`config.mk`:
```
export PLATFORM = sky130hd
export DESIGN_NAME = uart_rx_qual
export DESIGN_NICKNAME = d
export VERILOG_FILES = /design/src/rtl/srx_pkg.sv /design/src/rtl/srx_sync.sv /design/src/rtl/srx_tick.sv /design/src/rtl/srx_engine.sv /design/src/rtl/srx_hold.sv /design/src/rtl/uart_rx_qual.sv
export SDC_FILE = /design/constraint.sdc
export NUM_CORES = 1
export LEC_CHECK = 0
export ABC_AREA = 1
export CELL_PAD_IN_SITES_DETAIL_PLACEMENT = 1
export CELL_PAD_IN_SITES_GLOBAL_PLACEMENT = 1
export CORE_MARGIN = 2
export CORE_UTILIZATION = 31
export CTS_BUF_LIST = sky130_fd_sc_hd__clkbuf_16
export CTS_CLUSTER_SIZE = 25
export DETAILED_ROUTE_END_ITERATION = 6
export PLACE_DENSITY_LB_ADDON = 0.2
export SLEW_MARGIN = 40
export SYNTH_ARGS = -nofsm -noshare
export SYNTH_HDL_FRONTEND = slang
export SYNTH_HIERARCHICAL = 1
export SYNTH_SLANG_ARGS = --single-unit
```
`constraint.sdc`:
```
create_clock -name clk -period 4.6 [get_ports clk]
set_input_delay 0.69 -clock clk [delete_from_list [all_inputs] [get_ports clk]]
set_output_delay 0.69 -clock clk [all_outputs]
set_load 0.05 [all_outputs]
```
`src/rtl/srx_pkg.sv`:
```
package srx_pkg;

    typedef enum logic [1:0] {
        ST_OFF  = 2'd0,
        ST_HUNT = 2'd1,
        ST_RECV = 2'd2
    } srx_state_e;

endpackage

```
`src/rtl/srx_sync.sv`:
```
module srx_sync #(
    parameter int   STAGES = 2,
    parameter logic IDLE   = 1'b1
) (
    input  logic clk,
    input  logic rst_n,
    input  logic din,
    output logic dout
);
    logic [STAGES-1:0] chain_d, chain_q;

    generate
        if (STAGES == 1) begin : g_single
            always_comb chain_d = din;
        end else begin : g_multi
            always_comb chain_d = {chain_q[STAGES-2:0], din};
        end
    endgenerate

    always_ff @(posedge clk or negedge rst_n) begin
        if (!rst_n) chain_q <= {STAGES{IDLE}};
        else        chain_q <= chain_d;
    end

    assign dout = chain_q[STAGES-1];
endmodule

```
`src/rtl/srx_tick.sv`:
```
module srx_tick #(
    parameter int DIV_W = 16
) (
    input  logic             clk,
    input  logic             rst_n,
    input  logic [DIV_W-1:0] divisor,
    output logic             tick
);
    localparam logic [DIV_W-1:0] ONE = DIV_W'(1);

    logic [DIV_W-1:0] cnt_d, cnt_q;

    always_comb begin
        if (divisor == '0)      cnt_d = '0;
        else if (cnt_q <= ONE)  cnt_d = divisor;
        else                    cnt_d = cnt_q - ONE;
    end

    always_ff @(posedge clk or negedge rst_n) begin
        if (!rst_n) cnt_q <= '0;
        else        cnt_q <= cnt_d;
    end

    assign tick = (cnt_q == ONE);
endmodule

```
`src/rtl/srx_engine.sv`:
```
module srx_engine
    import srx_pkg::*;
#(
    parameter int DATA_W   = 8,
    parameter int OVS      = 16,
    parameter int QUAL_MIN = 7
) (
    input  logic              clk,
    input  logic              rst_n,
    input  logic              tick,
    input  logic              rx_s,
    input  logic              cmd_en,
    input  logic              cmd_dis,
    input  logic              cmd_rst,
    output logic              done_o,
    output logic              stop_ok_o,
    output logic [DATA_W-1:0] byte_o,
    output srx_state_e        state_o
);
    localparam int FIRST_SAMPLE = OVS + OVS / 2;
    localparam int REARM        = OVS / 2 + 1;
    localparam int CNT_W        = $clog2(FIRST_SAMPLE + 1);
    localparam int BIT_W        = $clog2(DATA_W + 1);

    typedef struct packed {
        srx_state_e        state;
        logic [CNT_W-1:0]  cnt;
        logic [BIT_W-1:0]  bidx;
        logic [DATA_W-1:0] shreg;
        logic              stop_pend;
    } eng_t;

    eng_t q, d;
    logic done, stop_ok;

    always_comb begin
        d       = q;
        done    = 1'b0;
        stop_ok = 1'b0;

        case (q.state)
            ST_HUNT: begin
                if (tick) begin
                    if (rx_s) begin
                        d.cnt = '0;
                    end else if (q.cnt == CNT_W'(QUAL_MIN)) begin
                        d.state = ST_RECV;
                        d.cnt   = CNT_W'(QUAL_MIN + 1);
                        d.bidx  = '0;
                    end else begin
                        d.cnt = q.cnt + 1'b1;
                    end
                end
            end
            ST_RECV: begin
                if (tick) begin
                    if (q.cnt == CNT_W'(FIRST_SAMPLE)) begin
                        d.cnt = CNT_W'(REARM);
                        if (q.bidx == BIT_W'(DATA_W)) begin
                            done        = 1'b1;
                            stop_ok     = rx_s;
                            d.cnt       = '0;
                            d.bidx      = '0;
                            d.stop_pend = 1'b0;
                            d.state     = q.stop_pend ? ST_OFF : ST_HUNT;
                        end else begin
                            d.shreg = {rx_s, q.shreg[DATA_W-1:1]};
                            d.bidx  = q.bidx + 1'b1;
                        end
                    end else begin
                        d.cnt = q.cnt + 1'b1;
                    end
                end
            end
            default: begin
                d.cnt  = '0;
                d.bidx = '0;
            end
        endcase

        // Command arbitration: reset over disable over enable.
        if (cmd_rst) begin
            d.state     = ST_OFF;
            d.cnt       = '0;
            d.bidx      = '0;
            d.shreg     = '0;
            d.stop_pend = 1'b0;
            done        = 1'b0;
        end else if (cmd_dis) begin
            if (d.state == ST_RECV) begin
                d.stop_pend = 1'b1;
            end else begin
                d.state     = ST_OFF;
                d.cnt       = '0;
                d.stop_pend = 1'b0;
            end
        end else if (cmd_en) begin
            d.stop_pend = 1'b0;
            if (d.state == ST_OFF) begin
                d.state = ST_HUNT;
                d.cnt   = '0;
            end
        end
    end

    always_ff @(posedge clk or negedge rst_n) begin
        if (!rst_n) begin
            q.state     <= ST_OFF;
            q.cnt       <= '0;
            q.bidx      <= '0;
            q.shreg     <= '0;
            q.stop_pend <= 1'b0;
        end else begin
            q <= d;
        end
    end

    assign done_o    = done;
    assign stop_ok_o = stop_ok;
    assign byte_o    = q.shreg;
    assign state_o   = q.state;
endmodule

```
`src/rtl/srx_hold.sv`:
```
module srx_hold #(
    parameter int DATA_W = 8
) (
    input  logic              clk,
    input  logic              rst_n,
    input  logic              done,
    input  logic              stop_ok,
    input  logic [DATA_W-1:0] new_byte,
    input  logic              rd_ack,
    input  logic              clr_status,
    output logic [DATA_W-1:0] data_o,
    output logic              ready_o,
    output logic              overrun_o,
    output logic              frame_o
);
    typedef struct packed {
        logic [DATA_W-1:0] data;
        logic              ready;
        logic              overrun;
        logic              frame;
    } hold_t;

    hold_t q, d;

    always_comb begin
        d = q;
        if (rd_ack)     d.ready   = 1'b0;
        if (clr_status) begin
            d.overrun = 1'b0;
            d.frame   = 1'b0;
        end
        if (done) begin
            d.data  = new_byte;
            d.ready = 1'b1;
            if (q.ready && !rd_ack) d.overrun = 1'b1;
            if (!stop_ok)           d.frame   = 1'b1;
        end
    end

    always_ff @(posedge clk or negedge rst_n) begin
        if (!rst_n) q <= '0;
        else        q <= d;
    end

    assign data_o    = q.data;
    assign ready_o   = q.ready;
    assign overrun_o = q.overrun;
    assign frame_o   = q.frame;
endmodule

```
`src/rtl/uart_rx_qual.sv`:
```
module uart_rx_qual #(
    parameter int DATA_W   = 8,
    parameter int DIV_W    = 16,
    parameter int OVS      = 16,
    parameter int QUAL_MIN = 7,
    parameter int SYNC_N   = 2
) (
    input  logic              clk,
    input  logic              rst_n,
    input  logic [DIV_W-1:0]  divisor,
    input  logic              cmd_enable,
    input  logic              cmd_disable,
    input  logic              cmd_reset,
    input  logic              rx_line,
    input  logic              rd_ack,
    input  logic              clr_status,
    output logic [DATA_W-1:0] rx_data,
    output logic              rx_ready,
    output logic              overrun_err,
    output logic              frame_err
);
    logic               rx_s;
    logic               samp_tick;
    logic               eng_done;
    logic               eng_stop_ok;
    logic [DATA_W-1:0]  eng_byte;
    srx_pkg::srx_state_e eng_state;

    srx_sync #(.STAGES(SYNC_N), .IDLE(1'b1)) u_sync (
        .clk  (clk),
        .rst_n(rst_n),
        .din  (rx_line),
        .dout (rx_s)
    );

    srx_tick #(.DIV_W(DIV_W)) u_tick (
        .clk    (clk),
        .rst_n  (rst_n),
        .divisor(divisor),
        .tick   (samp_tick)
    );

    srx_engine #(.DATA_W(DATA_W), .OVS(OVS), .QUAL_MIN(QUAL_MIN)) u_eng (
        .clk      (clk),
        .rst_n    (rst_n),
        .tick     (samp_tick),
        .rx_s     (rx_s),
        .cmd_en   (cmd_enable),
        .cmd_dis  (cmd_disable),
        .cmd_rst  (cmd_reset),
        .done_o   (eng_done),
        .stop_ok_o(eng_stop_ok),
        .byte_o   (eng_byte),
        .state_o  (eng_state)
    );

    srx_hold #(.DATA_W(DATA_W)) u_hold (
        .clk       (clk),
        .rst_n     (rst_n),
        .done      (eng_done),
        .stop_ok   (eng_stop_ok),
        .new_byte  (eng_byte),
        .rd_ack    (rd_ack),
        .clr_status(clr_status),
        .data_o    (rx_data),
        .ready_o   (rx_ready),
        .overrun_o (overrun_err),
        .frame_o   (frame_err)
    );
endmodule

```
==> results of run 1 <==
==> registers in the layout (all words and copies together), names as in the netlist <==
name	cells
u_sync/chain_q	2
u_eng/q	10
u_hold/ready_o	1
u_hold/data_o	8
u_tick/cnt_q	16
u_eng/byte_o	8
u_eng/state_o	2
u_hold/overrun_o	1
u_hold/frame_o	1
==> cell usage in the layout, fill, tap and decap left out, drive strengths merged, types with 7 or more instances in the layout <==
cell and count:
nand3 22, nor2 35, inv 55, o22ai 9, clkdlybuf4s50 33, a21oi 31
o21ai 16, nand2 142, ha 8, nand4 7, dfrtp 47
==> per-layer routing <==
metal	track usage (%)	share of wire [%]	vias up
met3	2.96	3.4	7
li1	-	-	1339
met4	4.54	1.4	0
met2	26.2	49	43
met5	0	0	-
met1	18.5	46	1215
==> stage by stage <==
step | instance area [sq um] | setup slack (ps)
after floorplan | 3080 | 2540
after global placement | 3470 | 1970
after detailed placement | 3470 | 1940
after CTS | 3640 | 1910
after global routing | 3650 | 1920
final | 3650 | 2140
==> report_power, final <==
group / internal [W] / total (W) / switching [W] / leakage [nW]
clock network: 0.000258 / 0.000425 / 0.000167 / 0.0842
registers: 0.000450 / 0.000472 / 0.0000220 / 0.610
logic: 0.0000476 / 0.000107 / 0.0000595 / 0.993
total: 0.000755 / 0.00100 / 0.000249 / 1.69
==> cell type report <==
class                      instances  area [sq um]  area share, %
clock buffer                       5           125           3.43
clock inverter                     3          43.8           1.20
inverter                          54           210           5.76
multi-input combinational        286          1530           41.8
sequential                        49          1230           33.7
tap                              133           166           4.56
timing repair buffer              36           350           9.60
==> worst paths after layout <==
path / depth (start not counted) / endpoint / startpoint
setup / recovery: 13 / u_eng/q[17]$_DFF_PN0_ / u_tick/cnt_q[8]$_DFF_PN0_
hold / removal: 0 / u_sync/chain_q[1]$_DFF_PN1_ / u_sync/chain_q[0]$_DFF_PN1_
setup reg to reg: 13 / u_eng/q[17]$_DFF_PN0_ / u_tick/cnt_q[8]$_DFF_PN0_
hold reg to reg: 0 / u_sync/chain_q[1]$_DFF_PN1_ / u_sync/chain_q[0]$_DFF_PN1_
max in group asynchronous: 2 / u_eng/q[13]$_DFF_PN0_ / rst_n
min in group asynchronous: 2 / u_hold/data_o[5]$_DFFE_PN0P_ / rst_n
==> run metrics, run 1 <==
post-route minimum period 2460 ps; post-CTS sizing 0; share of layout cells above drive strength 1 14.3%; Final Non-Filler Cells 566; worst path required time 4770 ps; Skew-Pair Late Insertion Delay 290 ps; GPL Wtd Cong 0.781; crit-path leading delay family simple AND/OR/NAND/NOR gates; Longest Clk Path Bufs 2; antenna violations before repair 0; cts bufs inserted 5; hold_buf cts 0; GRT overflow 0; Leak Pwr 1.69 nW; root buf cell clkbuf_16; clock sinks 49; NumNets Final 464; RSZ-0062 raised after global routing no; core area 0.00968 sq mm; worst-path cell chain nor2_2 > nand2_2 > nor4_1 > buf_4 > inv_1 > nor2_1 > nand2_2 > a21oi_2 > nand3_1 > nand2_2 > nand2_1 > nand2_2 > a21oi_1; total global routing track utilization 14.9%; # diodes 0; # fillers 1199; Initial Util 31.8%; total negative slack 0 ps; final period utilization 53.5%; Placed Instances 558; Power Density 275 mW/mm^2; Tot Pwr 0.00100 W; Via density 4.60; DIE HEIGHT 104 microns; die area 0.0107 sq mm; Post-Synthesis Mean Instance Area 7.65 sq um; # setup viols final 0; FF-to-FF setup slack 2140 ps; max-cap violation count 0; Setup crit end kind flip-flop; Setup crit start kind flip-flop; Finished Core Util 37.7%; hold slack 357 ps; synth warn 6; post-CTS setup buffer count 0; Max rail drop VDD 0.123 mV; Clock Pin Slew Worst Setup and Hold Paths 70 ps; max incr delay on CP 410 ps; critical path arrival 2630 ps; Setup Skew 4.57 ps; worst-margin pin slew 642 ps; first-pass GRT wire length 13.2 mm; Worst Path Buf+Inv 2; Hold Crit Class reg2reg; initial DRC count 69; max_slew headroom 56.9%; syn nets 434; critical path's slowest cell dfrtp_1; CP most frequent cell nand2_2; crit path max fanout 11; critical path type reg2reg; Routed Antenna Nets 0; number of port buffers 34; max-slew violation count 0; pin count of the biggest net entering global routing 50; DP HPWL 5.83 mm; post-route DRC violation count 0; number of global-route vias before repair 2838; routed len/inst 13.1 microns; Die W 104 microns; Routed WL 7.39 mm; Pre-antenna DRT Iters 4; Cells after Synth 402; TritonCTS clock tree yes; num ports 35; area of the mapped netlist 0.00308 sq mm; outcome complete, no violations; Layout area overhead 18.7%; via count 2604; Final Hold Viols 0; H-tree depth 2; FP Rows 36; Achievable Freq 0.406 GHz
No activity file was read; power rests on OpenSTA's default activity.
==> run 2: changes to the inputs <==
clock period = 2.4 ns   (was 4.6 ns; I/O delays follow)
==> run 2 against run 1 <==
- die area unchanged
- clock power up 67%
- register-to-register slack worse by 1900 ps
- sequential cell count unchanged
- cell area up 3.8%
- fmax up 12%
- worst hold slack worse by 180 ps
- critical endpoint is now u_eng/byte_o[3]$_DFFE_PN0P_
==> run metrics, run 2 (synthesis results as in run 1) <==
DIE HEIGHT 104 microns (unchanged); Die W 104 microns (unchanged); max_slew headroom 56.8% (-0.12 points); Final Hold Viols 0 (unchanged); total negative slack 0 ps (unchanged); share of layout cells above drive strength 1 19.1% (+4.8 points); most frequent cells in the layout nand2_1, inv_1, dfrtp_1, clkdlybuf4s50_1; post-route minimum period 2200 ps (-267 ps); max-slew violation count 0 (unchanged); H-tree depth 2 (unchanged); Pre-antenna DRT Iters 4 (unchanged); die area 0.0107 sq mm (unchanged); Routed WL 7.97 mm (+7.9%); crit path max fanout 8 (-3); Finished Core Util 39.1% (+1.4 points); Hold Crit Class in2async; number of port buffers 34 (unchanged); Setup crit end kind flip-flop; total global routing track utilization 15.4% (+0.47 points); pin count of the biggest net entering global routing 50 (unchanged); first-pass GRT wire length 13.6 mm (+3.3%); Achievable Freq 0.456 GHz (+12%); num ports 35 (unchanged); antenna violations before repair 0 (unchanged); Setup Skew 6.65 ps (+2.08 ps); Skew-Pair Late Insertion Delay 290 ps (about the same); Setup crit start kind flip-flop; # diodes 0 (unchanged); Clock Pin Slew Worst Setup and Hold Paths 70 ps (about the same); final period utilization 91.5% (+38 points); GPL Wtd Cong 0.801 (+2.6%); worst path required time 2600 ps (-2170 ps); FP Rows 36 (unchanged); via count 2720 (+4.5%); TritonCTS clock tree yes; Register Area 0.00123 sq mm (unchanged); area occupied by multi-input gates 0.00155 sq mm (+1.6%); DP HPWL 6.08 mm (+4.4%); Max rail drop VDD 0.260 mV (+110%); Longest Clk Path Bufs 2 (unchanged); routed len/inst 13.7 microns (+4.8%); hold_buf cts 0 (unchanged); largest registers u_tick/cnt_q (16), u_eng/q (10); post-route DRC violation count 0 (unchanged); root buf cell clkbuf_16; Via density 4.67 (+1.4%); Final Non-Filler Cells 583 (+3.0%); met1 WL 3.63 mm (+7.0%); GRT overflow 0 (unchanged); critical path type reg2reg; max-cap violation count 0 (unchanged); cts bufs inserted 5 (unchanged); worst-margin pin slew 648 ps (+6.15 ps); Placed Instances 564 (+1.1%); initial DRC count 78 (+13%); Routed Antenna Nets 0 (unchanged); core area 0.00968 sq mm (unchanged); wire length on met2 4.07 mm (+12%); Initial Util 31.8% (unchanged); critical path arrival 2400 ps (-230 ps); Leak Pwr 1.77 nW (+5.2%); NumNets Final 481 (+3.7%); FF-to-FF setup slack 200 ps (-1930 ps); commonest non-fill, non-tap cell in the layout nand2_1; Worst Reg-to-Reg Cells 9 (-4); reg2reg end u_eng/byte_o[3]$_DFFE_PN0P_; number of global-route vias before repair 2851 (+0.46%); # setup viols final 0 (unchanged); metal3 WL 186 microns (-27%); top layer used by detailed routing met4; max FFs per register 16 (unchanged); Power Density 483 mW/mm^2 (+76%); R2R Path Start u_tick/cnt_q[11]$_DFF_PN0_; Layout area overhead 23.2%; clock sinks 49 (unchanged); Biggest register u_tick/cnt_q; outcome complete, no violations; # fillers 1235 (+3.0%)
==> run 2: worst max-delay path by stage <==
stage                                from                           to  slack, ps  depth (start not counted)
4_1_cts        u_tick/cnt_q[11]$_DFF_PN0_        u_eng/q[14]$_DFF_PN0_         40                         13
3_3_place_gp   u_tick/cnt_q[11]$_DFF_PN0_        u_eng/q[16]$_DFF_PN0_        170                         13
3_5_place_dp   u_tick/cnt_q[11]$_DFF_PN0_        u_eng/q[13]$_DFF_PN0_         60                         13
2_1_floorplan   u_tick/cnt_q[8]$_DFF_PN0_        u_eng/q[14]$_DFF_PN0_        340                         12
6_report       u_tick/cnt_q[11]$_DFF_PN0_  u_eng/byte_o[3]$_DFFE_PN0P_        200                          9
5_1_grt        u_tick/cnt_q[11]$_DFF_PN0_        u_eng/q[13]$_DFF_PN0_       -0.9                         13
==> run 2: critical path, cell delays in order (launching register included) <==
cell and delay [ps]:
dfrtp_1 410, nor2_2 150, nand2_2 120, nor4_4 270
buf_6 160, buf_4 110, nand2_1 60, nor2_1 240
nand3_1 300, o22ai_1 270
==> run 2: where the power goes <==
part | total, W | internal [W] | switching, W
registers | 0.000907 | 0.000862 | 0.0000444
clock network | 0.000710 | 0.000389 | 0.000321
logic | 0.000213 | 0.0000952 | 0.000118
==> run 2: timing repair <==
item	4_1_cts	5_1_grt
setup buffers	0	11
resized for setup	0	11
setup endpoints to repair	0	20
==> run 2: area by class of cell <==
cell class | instances | share of cell area (%)
timing repair buffer | 53 | 12.7
multi-input combinational | 286 | 41.0
clock buffer | 5 | 3.30
tap | 133 | 4.39
inverter | 54 | 5.65
sequential | 49 | 32.4
clock inverter | 3 | 0.561
==> run 2: metrics by stage <==
stage	cell area, sq um	hold WS, ps	total power [W]	setup slack [ps]
2_1_floorplan	3080	64.4	0.00103	335
3_3_place_gp	3520	352	0.00113	169
3_5_place_dp	3520	351	0.00114	55.3
4_1_cts	3670	203	0.00186	42.2
5_1_grt	3790	246	0.00192	-0.878
6_report	3790	175	0.00183	205
==> run 2: per-layer routing <==
metal	vias up	global-route usage, %
met2	45	28.1
met4	0	3.76
met3	6	2.14
met5	-	0
met1	1300	19.0
li1	1369	-
==> run 3: changes to the inputs <==
ABC_AREA = default   (was 1)
==> run 3 against run 2 <==
- largest power group unchanged
- count of clock-buffer cells in the layout unchanged
- critical path depth is the same
- critical endpoint is now u_hold/data_o[5]$_DFFE_PN0P_
- total power rose by 44%
- final cell count decreased by 19%
- the flow now finishes with violations (negative hold slack)
- global-route usage up 0.74 points
- routed wire length is 0.25% higher
- via count is 8.2% lower
==> run metrics, run 3 <==
outcome finished, violations left; failing checks negative hold slack; max_slew headroom 66.2% (+9.4 points); num ports 35 (unchanged); commonest non-fill, non-tap cell in the layout buf_4; critical path arrival 2570 ps (+170 ps); M1 GR Usage 20.6% (+1.5 points); Max rail drop VDD 0.269 mV (+3.6%); crit path max fanout 9 (+1); Top Usage Layer GRT met2; H-tree depth 2 (unchanged); Achievable Freq 0.419 GHz (-8.1%); area of the mapped netlist 0.00294 sq mm (-4.6%); post-route minimum period 2390 ps (+194 ps); Longest Clk Path Bufs 2 (unchanged); Clock Pin Slew Worst Setup and Hold Paths 70 ps (about the same); Post-Synthesis Mean Instance Area 10.1 sq um (+32%); NumNets Final 391 (-19%); GPL Wtd Cong 0.762 (-4.9%); Cells after Synth 290 (-28%); Setup Skew 3.35 ps (-3.29 ps); die area 0.0103 sq mm (-4.4%); root buf cell clkbuf_16; FP Rows 35 (-2.8%); # fillers 1026 (-17%); # diodes 0 (unchanged); GRT overflow 0 (unchanged); largest registers u_tick/cnt_q (16), u_eng/q (10); antenna violations before repair 0 (unchanged); max FFs per register 16 (unchanged); Biggest register u_tick/cnt_q; syn nets 322 (-26%); Via density 5.30 (+14%); Routed Antenna Nets 0 (unchanged); # setup viols final 0 (unchanged); post-route DRC violation count 0 (unchanged); max-cap violation count 0 (unchanged); met3 global-route usage 2.90% (+0.76 points); Setup crit end kind flip-flop; max-slew violation count 0 (unchanged); max incr delay on CP 410 ps (about the same); TritonCTS clock tree yes; first-pass GRT wire length 13.1 mm (-3.9%); Leak Pwr 1.58 nW (-11%); Layout area overhead 34.0%; Skew-Pair Late Insertion Delay 290 ps (about the same); pin count of the biggest net entering global routing 20 (-60%); worst-margin pin slew 505 ps (-143 ps); critical path type reg2reg; clock sinks 49 (unchanged); Setup crit start kind flip-flop; number of global-route vias before repair 2608 (-8.5%); Power Density 668 mW/mm^2 (+38%); share of layout cells above drive strength 1 30.0% (+11 points); Tot Pwr 0.00263 W (+44%); DIE HEIGHT 101 microns (-2.2%); cts bufs inserted 5 (unchanged); Initial Util 31.9% (+0.16 points); Hold Crit Class in2async; worst-path cell chain nor4_4 > nand3_2 > nor3_4 > buf_4 > nand2_2 > or3_4 > nor2_4 > buf_12 > mux2_2; routed len/inst 17.0 microns (+24%); synth warn 6 (unchanged); RSZ-0062 raised after global routing yes; worst path required time 2580 ps (-20 ps); initial DRC count 72 (-7.7%); number of port buffers 34 (unchanged); Routed WL 7.99 mm (+0.25%); DP HPWL 5.78 mm (-4.9%); GR Util met2 27.7% (-0.44 points); total global routing track utilization 16.1% (+0.74 points); most frequent cells in the layout buf_4, dfrtp_1, clkdlybuf4s50_1, nor2_1, inv_1; Pre-antenna DRT Iters 4 (unchanged); Die W 101 microns (-2.2%); critical path's slowest cell dfrtp_1; hold slack -4.84 ps (-180 ps); Final Hold Viols 12 (+12); final period utilization 99.6% (+8.1 points); via count 2496 (-8.2%); core area 0.00920 sq mm (-5.0%)
-- run 3: per-layer routing --
layer	wire length (microns)	vias up
li1	-	1213
met4	120	0
met1	3700	1227
met2	3940	47
met3	241	9
met5	0	-
-- run 3: final cells by class --
| class | count | area, sq um | share of cell area (%) |
|---|---|---|---|
| Inverter | 17 | 63.8 | 1.62 |
| Timing Repair Buffer | 85 | 747 | 19.0 |
| Multi-Input combinational cell | 201 | 1600 | 40.8 |
| Tap cell | 111 | 139 | 3.53 |
| Clock buffer | 5 | 125 | 3.18 |
| Clock inverter | 3 | 25.0 | 0.636 |
| Sequential cell | 49 | 1230 | 31.2 |
-- run 3: through the flow --
step	utilization (%)	instances	cell area [sq um]	setup TNS, ps	setup WS (ps)
2_1_floorplan	-	290	2990	-2890	-208
3_3_place_gp	39.0	450	3590	0	12.9
3_5_place_dp	39.0	450	3590	-263	-96.8
4_1_cts	41.8	467	3840	-99.3	-24.5
5_1_grt	42.8	471	3930	-1630	-110
6_report	42.8	471	3930	0	10.6
-- run 3: worst paths after layout --
kind | cells past startpoint | to | slack, ps | from
max | 9 | u_hold/data_o[5]$_DFFE_PN0P_ | 10 | u_tick/cnt_q[5]$_DFF_PN0_
min | 1 | u_eng/q[0]$_DFFE_PN0P_ | -5 | rst_n
min reg2reg | 0 | u_sync/chain_q[1]$_DFF_PN1_ | 360 | u_sync/chain_q[0]$_DFF_PN1_
min in group clk | 0 | u_sync/chain_q[1]$_DFF_PN1_ | 360 | u_sync/chain_q[0]$_DFF_PN1_
max reg2reg | 9 | u_hold/data_o[5]$_DFFE_PN0P_ | 10 | u_tick/cnt_q[5]$_DFF_PN0_
max in group asynchronous | 2 | u_tick/cnt_q[7]$_DFF_PN0_ | 1790 | rst_n
-- run 3: where the power goes --
group          switching (W)  internal, W  leakage (nW)
clock               0.000338     0.000393        0.0704
combinational       0.000416     0.000429         0.858
sequential          0.000104     0.000948         0.651
total               0.000858      0.00177          1.58
-- run 3: timing repair --
action	CTS	global route
resized for setup	8	9
setup endpoints to repair	11	28
setup buffers	9	5
hold buffers	0	0
pin swaps	11	5
-- run 3: critical path: cells and delay by family, from the launching register on --
family	cells	cell delay, ps
flip-flops	1	410
multiplexers	1	330
AND/OR/NAND/NOR	6	1230
buffers and inverters	2	300
